===== config.mk =====
export PLATFORM = sky130hd
export DESIGN_NAME = i2c_target_stream
export DESIGN_NICKNAME = d
export VERILOG_FILES = /design/src/rtl/i2c_target_stream.sv
export SDC_FILE = /design/constraint.sdc
export NUM_CORES = 1
export LEC_CHECK = 0
export BUFFER_PORTS_ARGS = -buffer_cell sky130_fd_sc_hd__buf_2
export CAP_MARGIN = 0
export CORE_MARGIN = 10
export CORE_UTILIZATION = 50
export CTS_BUF_LIST = sky130_fd_sc_hd__clkbuf_2 sky130_fd_sc_hd__clkbuf_4 sky130_fd_sc_hd__clkbuf_8
export CTS_CLUSTER_DIAMETER = 50
export DETAILED_ROUTE_END_ITERATION = 12
export PLACE_DENSITY = 0.73
export SYNTH_ARGS = -nofsm -noshare
export SYNTH_HDL_FRONTEND = slang
export SYNTH_SLANG_ARGS = --single-unit
export TNS_END_PERCENT = 50

===== constraint.sdc =====
create_clock -name clk -period 3.64 [get_ports clk]
set_clock_uncertainty 0.2 [all_clocks]
set_input_delay 0.546 -clock clk [delete_from_list [all_inputs] [get_ports clk]]
set_output_delay 0.546 -clock clk [all_outputs]
set_load 0.05 [all_outputs]

===== src/rtl/i2c_target_stream.sv =====
module i2c_target_stream (
  input  logic       clk,
  input  logic       rst,
  input  logic       scl_in,
  input  logic       sda_in,
  output logic       sda_oe,
  input  logic [6:0] own_addr,
  output logic [7:0] wr_data,
  output logic       wr_strobe,
  input  logic [7:0] rd_data,
  output logic       rd_strobe
);

  typedef enum logic [2:0] {S_IDLE, S_ADDR, S_WRITE, S_READ, S_SKIP} state_t;

  state_t     state;
  logic [2:0] scl_sh, sda_sh;
  logic [3:0] cnt;
  logic [7:0] sr, tx;

  always_ff @(posedge clk) begin
    if (rst) begin
      scl_sh <= 3'b111;
      sda_sh <= 3'b111;
    end else begin
      scl_sh <= {scl_sh[1:0], scl_in};
      sda_sh <= {sda_sh[1:0], sda_in};
    end
  end

  wire scl_now   = scl_sh[1];
  wire scl_old   = scl_sh[2];
  wire sda_now   = sda_sh[1];
  wire sda_old   = sda_sh[2];
  wire scl_rise  = scl_now & ~scl_old;
  wire scl_fall  = ~scl_now & scl_old;
  wire scl_high  = scl_now & scl_old;
  wire start_ev  = scl_high & sda_old & ~sda_now;
  wire stop_ev   = scl_high & ~sda_old & sda_now;
  wire ninth     = (cnt == 4'd8);
  wire addr_hit  = (sr[7:1] == own_addr);

  always_ff @(posedge clk) begin
    if (rst) begin
      state     <= S_IDLE;
      cnt       <= '0;
      sr        <= '0;
      tx        <= '0;
      sda_oe    <= 1'b0;
      wr_data   <= '0;
      wr_strobe <= 1'b0;
      rd_strobe <= 1'b0;
    end else begin
      wr_strobe <= 1'b0;
      rd_strobe <= 1'b0;
      if (start_ev) begin
        state  <= S_ADDR;
        cnt    <= '0;
        sda_oe <= 1'b0;
      end else if (stop_ev) begin
        state  <= S_IDLE;
        cnt    <= '0;
        sda_oe <= 1'b0;
      end else begin
        case (state)
          S_ADDR, S_WRITE: begin
            if (scl_rise) begin
              if (!ninth) begin
                sr  <= {sr[6:0], sda_now};
                cnt <= cnt + 4'd1;
              end else begin
                cnt <= '0;
                if (state == S_WRITE) begin
                  wr_strobe <= 1'b1;
                  wr_data   <= sr;
                end else if (!addr_hit) begin
                  state <= S_SKIP;
                end else if (sr[0]) begin
                  state     <= S_READ;
                  rd_strobe <= 1'b1;
                end else begin
                  state <= S_WRITE;
                end
              end
            end else if (scl_fall) begin
              sda_oe <= ninth && (state == S_WRITE || addr_hit);
            end
          end
          S_READ: begin
            if (scl_rise) begin
              if (!ninth) begin
                cnt <= cnt + 4'd1;
              end else begin
                cnt <= '0;
                if (sda_now) state <= S_IDLE;
                else         rd_strobe <= 1'b1;
              end
            end else if (scl_fall) begin
              if (cnt == 4'd0) begin
                sda_oe <= ~rd_data[7];
                tx     <= {rd_data[6:0], 1'b0};
              end else if (!ninth) begin
                sda_oe <= ~tx[7];
                tx     <= {tx[6:0], 1'b0};
              end else begin
                sda_oe <= 1'b0;
              end
            end
          end
          default: ;
        endcase
      end
    end
  end

endmodule


==> results by group <==
Place
  – DPL Wire Length: 2600 µm
  – Placed Area: 1910 µm²
  – Port Buffers: 29
  – Placement Setup Slack: approximately 1500 ps
  – Global placer's final weighted congestion: 0.779

Yosys
  – Gate Count Post-Synth: around 180
  – Most area-consuming cells after synthesis: dfxtp_1 45%, mux2i_1 13%, nor2_1 6.9%
  – Yosys Warn Count: 0
  – Synth unique cells: 39
  – EDFF count, synth: 0
  – Top cell type by total area after synthesis: dfxtp_1
  – Net Count, Synth: 205
  – Post-synthesis sequential area ratio: 0.450
  – Top-count cell post-synth: dfxtp_1
  – Async SR Flop Fraction: 0
  – Post-Syn Area: around 1700 µm²
  – Synth Area per Inst: 9.42 µm²
  – Share of the synthesized area in the top cell type: 0.450
  – FF+latch count, synth: 39
  – Top_reg_cell synth: dfxtp_1
  – Synth top cells by count: 39 x dfxtp_1, 32 x nor2_1, 23 x mux2i_1

CTS
  – CTS Buf Count: 5
  – CTS root buf: clkbuf_4
  – Post-CTS Setup Repair Bufs: 0
  – Max clock buf depth: 2
  – CTS tree: built
  – H-Tree Level Count: 2
  – # hold bufs at CTS: 0
  – CTS clk-pin slew, worst paths: approximately 110 ps
  – Sink Count: 39
  – Post-CTS Resized: 0
  – Worst-Skew Late Latency: 350 ps

STA
  – Final Max Slew Viols: 0
  – Period minus WS final: 2120 ps
  – Slew HR: 0.647
  – Slew of the pin with the lowest slew margin: 529 ps
  – Final setup violation count: 0
  – Setup_tns: 0 ps
  – Fin. Hold Viols: 0
  – Tcrit/Tclk final: 0.583
  – Setup ws final: 1520 ps
  – Fmax: 471 MHz
  – Unrepaired setup endpoints after global routing: no

Critical path
  – FF-to-FF path depth: 7
  – Crit path largest cell delay: 430 ps
  – R2r endpoint: tx[4]
  – Critical path type: reg -> reg
  – CP Launch Point: cnt[0]
  – CP Data Required Time: 3710 ps
  – Crit Reg-Reg Startpoint: cnt[0]
  – Crit path to: tx[4]
  – Worst Path Max Fanout: 14
  – Critical path, cell by cell: inv_1 > ha_1 > nor2b_2 > and2_1 > nor3_4 > nor2_1 > a211oi_2
  – Arrival @ worst endpoint: around 2200 ps
  – CP max stage cell: nor3_4
  – FF-to-FF setup slack: between 1500 and 2000 ps
  – Worst Setup End Kind: register
  – Startpoint Class: register

Global route
  – Initial antenna violation count: 0
  – Total global routing overflow: 0
  – Pin count of the biggest net entering global routing: 33
  – All-Layer GR Usage: 0.111
  – Global-route wire length before repair: 5690 µm
  – Via count of the first global-routing pass: approximately 1300

Floorplan
  – Die area: 6220 µm²
  – Die Width: 78.9 µm
  – Std cell rows: 21
  – Die Ht: 78.9 µm
  – Core area: 3340 µm²
  – Initial Util: 0.520
  – Io pins: 30

Finish
  – Share of cells above drive strength 1: 0.256
  – Post-synthesis to final-layout area growth: 15.2%
  – Ant. Diodes: 0
  – Final net count: ~240
  – Final instance area: between 1500 and 2000 µm²

Pwr
  – Power Dens Cells: 385 nW/µm²
  – Leak: 0.861 nW
  – Worst VDD drop: 0.245 mV

Routing
  – Antenna-violating nets left: 0
  – Vias: between 1000 and 1500
  – Drt first pass iters: 4
  – Routed WL per cell: 13.0 µm
  – Initial DRC Count: 70
  – Drt drc: 0
  – Via density: ~5.2
  – Routed WL: 3390 µm

Flow run
  – # Max-Cap Violations: 0

Outcome
  – Run status: complete, no violations

Worst hold path
  – Hold Path Class: in -> reg
## how the worst min path moves through the flow
stage | from | end | slack (ps) | cells past startpoint
6_report | sda_in | sda_sh[0] | 170 | 2
5_1_grt | sda_in | sda_sh[0] | 150 | 2
4_1_cts | sda_in | sda_sh[0] | 160 | 2
3_5_place_dp | scl_sh[0] | scl_sh[1] | 200 | 1
3_3_place_gp | scl_sh[0] | scl_sh[1] | 190 | 1
2_1_floorplan | scl_sh[0] | scl_sh[1] | 190 | 1
## stage by stage
stage / utilization / total power [W] / hold WS [ps] / cells
finish: 0.598 / 0.000769 / 172 / 261
global route: 0.598 / 0.000803 / 153 / 261
CTS: 0.598 / 0.000780 / 158 / 261
detailed placement: 0.573 / 0.000482 / 203 / 253
global placement: 0.573 / 0.000480 / 193 / 253
floorplan: - / 0.000468 / 189 / 184
## area by class of cell
cell class / instances / area, µm²
multi-input cells: 133 / 901
flip-flops and latches: 39 / 781
inverters: 5 / 18.8
clock inverters: 2 / 35.0
repair buffers: 30 / 153
well taps: 46 / 57.6
clock buffers: 6 / 51.3
fillers: 306 / 1340
## layout by cell type, fill, tap and decap left out, types with 2 or more instances in the layout
cell type | netlist | final
ha_1 | 2 | 2
xor2_1 | 3 | 3
nor2_1 | 32 | 32
or2_2 | 6 | 6
dfxtp_1 | 39 | 39
nor4_1 | 3 | 2
o22ai_1 | 2 | 2
clkbuf_4 | 0 | 5
and2_1 | 2 | 2
nand2_1 | 6 | 6
nor3_1 | 4 | 4
a21oi_1 | 6 | 6
buf_2 | 2 | 29
inv_1 | 5 | 5
a211oi_1 | 5 | 5
o21ai_0 | 3 | 3
nand2b_1 | 5 | 5
mux2i_1 | 23 | 23
nand3_1 | 5 | 5
a211oi_2 | 3 | 3
nand4_1 | 2 | 2
xnor2_1 | 6 | 6
## critical path: cells and delay by family (launching register included)
| kind | cells | cell delay, ps |
|---|---|---|
| adders and majority gates | 1 | 200 |
| DFF | 1 | 420 |
| AOI/OAI and AO/OA | 1 | 220 |
| and+or+nand+nor | 4 | 950 |
| buffers and inverters | 1 | 60 |
## routing by layer
layer  track usage  up-vias  share of wire
met3        0.0507        5          0.057
met1         0.120      633           0.45
met4        0.0376        0          0.014
met2         0.188       28           0.48
li1              -      693              -
met5             0        -              0
## registers in the layout, summed over array words and instances (netlist names), 3 cells and up
signal and flops:
cnt 4, sda_sh 3, wr_data 8, state 3, tx 7, scl_sh 3, sr 8
## report_power, final
group | leakage, nW | internal (W) | switching (W)
sequential | 0.315 | 0.000430 | 0.00000476
combinational | 0.497 | 0.0000173 | 0.0000192
clock | 0.0482 | 0.000162 | 0.000135
## kinds of logic after synthesis
kind of cell | Yosys count | synth area share
simple gates | 77 | 0.234
flops | 39 | 0.450
mux | 23 | 0.133
compound gates | 22 | 0.0895
buf+inv | 12 | 0.0339
xor+xnor | 9 | 0.0455
fa+ha+maj | 2 | 0.0144
No activity file was read; power rests on OpenSTA's default activity.
